`config.mk`:
```
export PLATFORM = sky130hd
export DESIGN_NAME = tick_timer
export DESIGN_NICKNAME = d
export VERILOG_FILES = /design/src/rtl/tick_timer_pkg.sv /design/src/rtl/tt_ctrl.sv /design/src/rtl/tt_counter.sv /design/src/rtl/tick_timer.sv
export SDC_FILE = /design/constraint.sdc
export NUM_CORES = 1
export LEC_CHECK = 0
export ABC_AREA = 1
export BUFFER_PORTS_ARGS = -buffer_cell sky130_fd_sc_hd__buf_2
export CAP_MARGIN = 20
export CORE_MARGIN = 2
export CORE_UTILIZATION = 61
export CTS_BUF_LIST = sky130_fd_sc_hd__clkbuf_4 sky130_fd_sc_hd__clkbuf_8
export DETAILED_ROUTE_END_ITERATION = 16
export GPL_TIMING_DRIVEN = 0
export PLACE_DENSITY = 0.84
export SYNTH_ARGS = -nofsm -noshare
export SYNTH_HDL_FRONTEND = slang
export SYNTH_SLANG_ARGS = --single-unit
```
`constraint.sdc`:
```
create_clock -name clk -period 3.77 [get_ports clk]
set_input_delay 0.754 -clock clk [delete_from_list [all_inputs] [get_ports clk]]
set_output_delay 0.754 -clock clk [all_outputs]
set_load 0.01 [all_outputs]
```
`src/rtl/tick_timer_pkg.sv`:
```
// Shared definitions for the tick timer: register geometry and mode codes.
package tick_timer_pkg;

    // Register width and period field width; pending, enable and mode sit above the period.
    localparam int TT_DATA_W   = 32;
    localparam int TT_PERIOD_W = 28;

    // Operating modes as stored in the top two bits of the control register.
    typedef enum logic [1:0] {
        TT_OFF     = 2'b00,
        TT_RESTART = 2'b01,
        TT_ONESHOT = 2'b10,
        TT_FREE    = 2'b11
    } tt_mode_e;

endpackage

```
`src/rtl/tt_ctrl.sv`:
```
// Control register of the tick timer.
// Holds period, enable, pending and mode, and the run flag of the counter.
// Assumes DATA_W == PERIOD_W + 4 (pending, enable and two mode bits above the period).
// A write has priority over a match that would fall in the same cycle; the
// counter reports no match during a write cycle.
module tt_ctrl
    import tick_timer_pkg::*;
#(
    parameter int DATA_W   = TT_DATA_W,
    parameter int PERIOD_W = TT_PERIOD_W
) (
    input  logic                clk,
    input  logic                rst_n,
    input  logic                wr,
    input  logic [DATA_W-1:0]   wr_data,
    input  logic                hit,
    output tt_mode_e            mode,
    output logic                irq_en,
    output logic                pending,
    output logic [PERIOD_W-1:0] period,
    output logic                run
);

    localparam int PEND_POS = PERIOD_W;
    localparam int IE_POS   = PERIOD_W + 1;
    localparam int MODE_POS = PERIOD_W + 2;

    generate
        if (DATA_W != PERIOD_W + 4) begin : g_bad_geom
            $error("tt_ctrl: DATA_W must equal PERIOD_W + 4");
        end
    endgenerate

    tt_mode_e new_mode;
    logic     mode_change;

    // Decode the mode field of the incoming write and compare it with the stored mode.
    always_comb begin
        new_mode    = tt_mode_e'(wr_data[MODE_POS +: 2]);
        mode_change = (new_mode != mode);
    end

    // Stored fields: period, enable and mode change only on a write.
    always_ff @(posedge clk) begin
        if (!rst_n) begin
            mode   <= TT_OFF;
            irq_en <= 1'b0;
            period <= '0;
        end else if (wr) begin
            mode   <= new_mode;
            irq_en <= wr_data[IE_POS];
            period <= wr_data[PERIOD_W-1:0];
        end
    end

    // Pending flag: keep or clear on a write, set by an enabled match.
    always_ff @(posedge clk) begin
        if (!rst_n) begin
            pending <= 1'b0;
        end else if (wr) begin
            if (!wr_data[PEND_POS]) begin
                pending <= 1'b0;
            end
        end else if (hit && irq_en) begin
            pending <= 1'b1;
        end
    end

    // Run flag: follows real mode changes, and drops on a one-shot match.
    always_ff @(posedge clk) begin
        if (!rst_n) begin
            run <= 1'b0;
        end else if (wr) begin
            if (mode_change) begin
                run <= (new_mode != TT_OFF);
            end
        end else if (hit && (mode == TT_ONESHOT)) begin
            run <= 1'b0;
        end
    end

    AST_PEND_CLEAR: assert property (@(posedge clk) disable iff (!rst_n)
        (wr && !wr_data[PEND_POS]) |=> !pending);
    AST_PEND_KEEP: assert property (@(posedge clk) disable iff (!rst_n)
        (wr && wr_data[PEND_POS]) |=> (pending == $past(pending)));
    AST_PEND_SOURCE: assert property (@(posedge clk) disable iff (!rst_n)
        $rose(pending) |-> ($past(hit) && $past(irq_en)));
    AST_ONESHOT_HALT: assert property (@(posedge clk) disable iff (!rst_n)
        (hit && !wr && (mode == TT_ONESHOT)) |=> !run);
    AST_SAME_MODE_RUN: assert property (@(posedge clk) disable iff (!rst_n)
        (wr && (wr_data[MODE_POS +: 2] == mode)) |=> (run == $past(run)));

endmodule

```
`src/rtl/tt_counter.sv`:
```
// Count register of the tick timer.
// Advances by one per clock while running. It freezes in any cycle that
// carries a register write and loads on a count write. It detects a match
// of the low PERIOD_W bits against the period and applies the mode's
// action on a match. Assumes PERIOD_W <= DATA_W.
module tt_counter
    import tick_timer_pkg::*;
#(
    parameter int DATA_W   = TT_DATA_W,
    parameter int PERIOD_W = TT_PERIOD_W
) (
    input  logic                clk,
    input  logic                rst_n,
    input  logic                run,
    input  tt_mode_e            mode,
    input  logic [PERIOD_W-1:0] period,
    input  logic                hold,
    input  logic                load,
    input  logic [DATA_W-1:0]   load_val,
    output logic [DATA_W-1:0]   count,
    output logic                hit
);

    logic step_en;
    logic cmp_eq;

    // Step qualifier and low-bit comparison against the period.
    always_comb begin
        step_en = run && !hold;
        cmp_eq  = (count[PERIOD_W-1:0] == period);
        hit     = step_en && cmp_eq;
    end

    // Count register: load, mode action on a match, or plain increment.
    always_ff @(posedge clk) begin
        if (!rst_n) begin
            count <= '0;
        end else if (load) begin
            count <= load_val;
        end else if (hit) begin
            case (mode)
                TT_RESTART: count <= '0;
                TT_ONESHOT: count <= count;
                default:    count <= count + DATA_W'(1);
            endcase
        end else if (step_en) begin
            count <= count + DATA_W'(1);
        end
    end

    AST_LOAD_TAKES: assert property (@(posedge clk) disable iff (!rst_n)
        load |=> (count == $past(load_val)));
    AST_STOPPED_HOLDS: assert property (@(posedge clk) disable iff (!rst_n)
        (!run && !load) |=> $stable(count));
    AST_RESTART_ZERO: assert property (@(posedge clk) disable iff (!rst_n)
        (hit && !load && (mode == TT_RESTART)) |=> (count == '0));
    AST_FREE_WRAP: assert property (@(posedge clk) disable iff (!rst_n)
        (step_en && !load && (mode == TT_FREE) && (count == '1)) |=> (count == '0));

endmodule

```
`src/rtl/tick_timer.sv`:
```
// Tick timer top: control register plus counter.
// It assembles the control read value and drives the interrupt line.
// Both write strobes freeze counting for their cycle; a same-cycle write
// to both registers applies both.
module tick_timer
    import tick_timer_pkg::*;
#(
    parameter int DATA_W   = TT_DATA_W,
    parameter int PERIOD_W = TT_PERIOD_W
) (
    input  logic              clk,
    input  logic              rst_n,
    input  logic              wr_ctrl,
    input  logic              wr_count,
    input  logic [DATA_W-1:0] wr_data,
    output logic [DATA_W-1:0] ctrl_rd,
    output logic [DATA_W-1:0] count_rd,
    output logic              tick_irq
);

    tt_mode_e            mode;
    logic                irq_en;
    logic                pending;
    logic [PERIOD_W-1:0] period;
    logic                run;
    logic                hit;
    logic                any_wr;

    // Any register write freezes the count for that cycle.
    always_comb any_wr = wr_ctrl || wr_count;

    tt_ctrl #(.DATA_W(DATA_W), .PERIOD_W(PERIOD_W)) u_ctrl (
        .clk     (clk),
        .rst_n   (rst_n),
        .wr      (wr_ctrl),
        .wr_data (wr_data),
        .hit     (hit),
        .mode    (mode),
        .irq_en  (irq_en),
        .pending (pending),
        .period  (period),
        .run     (run)
    );

    tt_counter #(.DATA_W(DATA_W), .PERIOD_W(PERIOD_W)) u_cnt (
        .clk      (clk),
        .rst_n    (rst_n),
        .run      (run),
        .mode     (mode),
        .period   (period),
        .hold     (any_wr),
        .load     (wr_count),
        .load_val (wr_data),
        .count    (count_rd),
        .hit      (hit)
    );

    // Read value of the control register and the interrupt request.
    always_comb begin
        ctrl_rd  = {mode, irq_en, pending, period};
        tick_irq = pending && irq_en;
    end

endmodule

```
==> impl_metrics.py <==
metrics = {
    "grt": {
        "grt_pass1_wl_um": 25600,
        "antenna_found_initial": 0,
        "grt_use_total": 0.394,
        "grt_max_degree": 11,
        "grt.overflow.total": 0,
        "grt_pass1_vias": 5273,
    },
    "timing": {
        "relSlewSlack": 0.493,
        "finalHoldViolations": 0,
        "skew_ps": 6.07,
        "min_period_ps": 2370,
        "period_share": 0.628,
        "slew_violations": 0,
        "clock.fmax_mhz": 422,
        "worst_pin_slew_ps": 760,
        "setup-tns-final_ps": 0,
        "setup_viol": 0,
        "rsz0062_at_grt": "false",
    },
    "critical_path": {
        "startpoint_type": "flip-flop",
        "r2r-start": "u_cnt.count[1]$_SDFFE_PN0P_",
        "crit_arrival_ps": 2620,
        "timing_worst_setup_path_type": "flip-flop to flip-flop",
        "critPathCaptureType": "flip-flop",
        "cp-startpoint": "u_cnt.count[1]$_SDFFE_PN0P_",
        "required_ps": 4020,
        "path_max_fanout": 5,
    },
    "detailed_routing": {
        "ant_nets": 0,
        "drc": 0,
        "vias": 5589,
        "wirelength_um": 15900,
        "viasPerCell": 5.57,
        "drt-initial-drc-count": 585,
        "first_pass_iters": 5,
        "avgRoutedWirePerCell_um": 15.8,
    },
    "die": {
        "die_h_um": 90.3,
        "io_pins": 101,
        "die-area_um2": 8150,
        "initial_utilization": 0.630,
        "row_count": 31,
        "die_width_um": 90.3,
        "core_um2": 7210,
    },
    "clock_tree": {
        "numClockSinks": 65,
        "cts_hold_buffers": 0,
        "post-cts-setup-buffer-count": 0,
        "cts_made_buffers": 9,
        "cts_resized": 0,
        "tritoncts": "built",
        "clk_path_buf_depth": 2,
        "htreeDepth": 3,
        "clock-root-buffer": "clkbuf_8",
        "worstSkewPairLatency_ps": 350,
        "cts.reportedPaths.clkPinSlew_ps": 70,
    },
    "synth": {
        "synth_edf_count": 0,
        "yosysWarnings": 0,
        "synth_most_common_cell": "nand2_1",
        "synth_top_area_frac": 0.287,
        "synth_top_area_cell": "dfxtp_1",
        "avgSynthCellArea_um2": 5.73,
        "synthesis.nets": 829,
        "async_flop_share": 0,
        "synth_area_leaders": "dfxtp_1 29%, nand2_1 20%, nor2_1 14%, nand3_1 10%, inv_1 5.8%",
        "yosysSeqAreaShare": 0.287,
        "synth_cell_types": 26,
        "synth_ff_type": "dfxtp_1",
        "synth_commonest_cells": "242 x nand2_1, 164 x nor2_1, 91 x nand3_1",
        "synth_seq_cells": 65,
        "synthesis.area_um2": 4540,
        "syn_inst": 792,
    },
    "pwr": {
        "seq_power_share": 0.414,
        "clkPwrFrac": 0.330,
        "leakagePower_nw": 2.76,
        "total_power_mw": 1.93,
        "internal_power_mw": 1.27,
        "combPwrFrac": 0.256,
        "ir_worst_vdd_v": 0.000221,
        "p_switching_mw": 0.659,
        "swShare": 0.341,
        "powerDensity_nw_per_um2": 360,
    },
    "cells_and_area": {
        "multi_input_area_um2": 2770,
        "fill_cells": 655,
        "ff_latch_area_um2": 1300,
        "antenna_cells": 0,
        "drive_gt1_frac": 0.147,
        "syn2layout_area_growth_pct": 18.0,
        "nets": 938,
    },
    "place": {
        "dp_hpwl_um": 12400,
        "io_buffers": 98,
        "globalplace.congestion": 1.02,
    },
    "hold_path": {
        "hp-class": "flip-flop to flip-flop",
        "hp-start": "u_ctrl.period[1]$_SDFFE_PN0P_",
    },
    "flow_run": {
        "max_cap_violations": 0,
    },
    "status": {
        "status": "finished, final reports clean",
    },
}
-- power groups by stage --
stage / logic, mW / registers [mW] / clock network [mW]
final: 0.495 / 0.799 / 0.637
after global routing: 0.547 / 0.805 / 0.664
after CTS: 0.484 / 0.796 / 0.633
after detailed placement: 0.481 / 0.812 / 0
after global placement: 0.471 / 0.810 / 0
after floorplan: 0.298 / 0.824 / 0
-- area by class of cell --
| class | count | share of cell area |
|---|---|---|
| clock inverters | 2 | 0.00700 |
| flip-flops and latches | 65 | 0.243 |
| clock buffers | 13 | 0.0310 |
| repair buffers | 98 | 0.0915 |
| well taps | 99 | 0.0231 |
| plain buffers | 42 | 0.0373 |
| inverters | 72 | 0.0504 |
| multi-input cells | 613 | 0.517 |
-- state kept, by name (all words and copies together) (netlist names) --
register,flops
u_cnt.count,32
u_ctrl.mode,2
u_ctrl.period,28
u_ctrl.pending,1
u_ctrl.run,1
u_ctrl.irq_en,1
-- kinds of logic (layout without fill, tap and decap cells) --
logic type      Yosys count  in the layout  synth area share
simple gates            517            517             0.463
compound gates           51             51            0.0595
buf+inv                 114            227             0.104
xor+xnor                 44             44            0.0848
fa+ha+maj                 1              1           0.00275
flops                    65             65             0.287
-- critical path, stage by stage (launching register included) --
cell and delay (ps):
dfxtp_1 400, ha_1 210, nand3_1 200, inv_1 100
nand2_1 110, nor2_2 290, nand2_1 260, o21ai_0 300
nand2_1 100, nand3_1 110, nand2_1 60, nor2_1 90
nor2_1 40
-- metrics by stage --
step / setup WS (ps) / cells / hold slack (ps) / cell area (um2) / utilization
after floorplan: 1590 / 792 / 467 / 4540 / -
after global placement: 1230 / 989 / 471 / 5160 / 0.715
after detailed placement: 1160 / 989 / 486 / 5160 / 0.715
after CTS: 1500 / 1004 / 496 / 5360 / 0.743
after global routing: 1300 / 1004 / 525 / 5360 / 0.743
final: 1400 / 1004 / 498 / 5360 / 0.743
-- final timing paths --
kind | endpoint | slack, ps | depth (start not counted)
hold / removal | u_ctrl.period[1]$_SDFFE_PN0P_ | 500 | 2
setup reg to reg | u_cnt.count[22]$_SDFFE_PN0P_ | 1400 | 12
hold reg to reg | u_ctrl.period[1]$_SDFFE_PN0P_ | 500 | 2
setup / recovery | u_cnt.count[22]$_SDFFE_PN0P_ | 1400 | 12
-- per-layer routing --
metal,part of all wire,GRT usage,up-vias
li1,-,-,2668
met3,0.11,0.0568,49
met4,0.030,0.167,0
met2,0.46,0.658,392
met1,0.40,0.510,2480
met5,0,0,-
-- cell usage in the layout (no fill, tap or decap), types with 10 or more instances in the layout --
cell type  instances
a21oi_1           17
xnor2_1           20
nor2_1           164
dfxtp_1           65
xor2_1            24
nand2_1          242
clkbuf_8          11
o21ai_0           32
buf_2            103
nor3_1            10
nand3_1           91
clkbuf_1          17
inv_1             70
No activity file was read; power rests on OpenSTA's default activity.
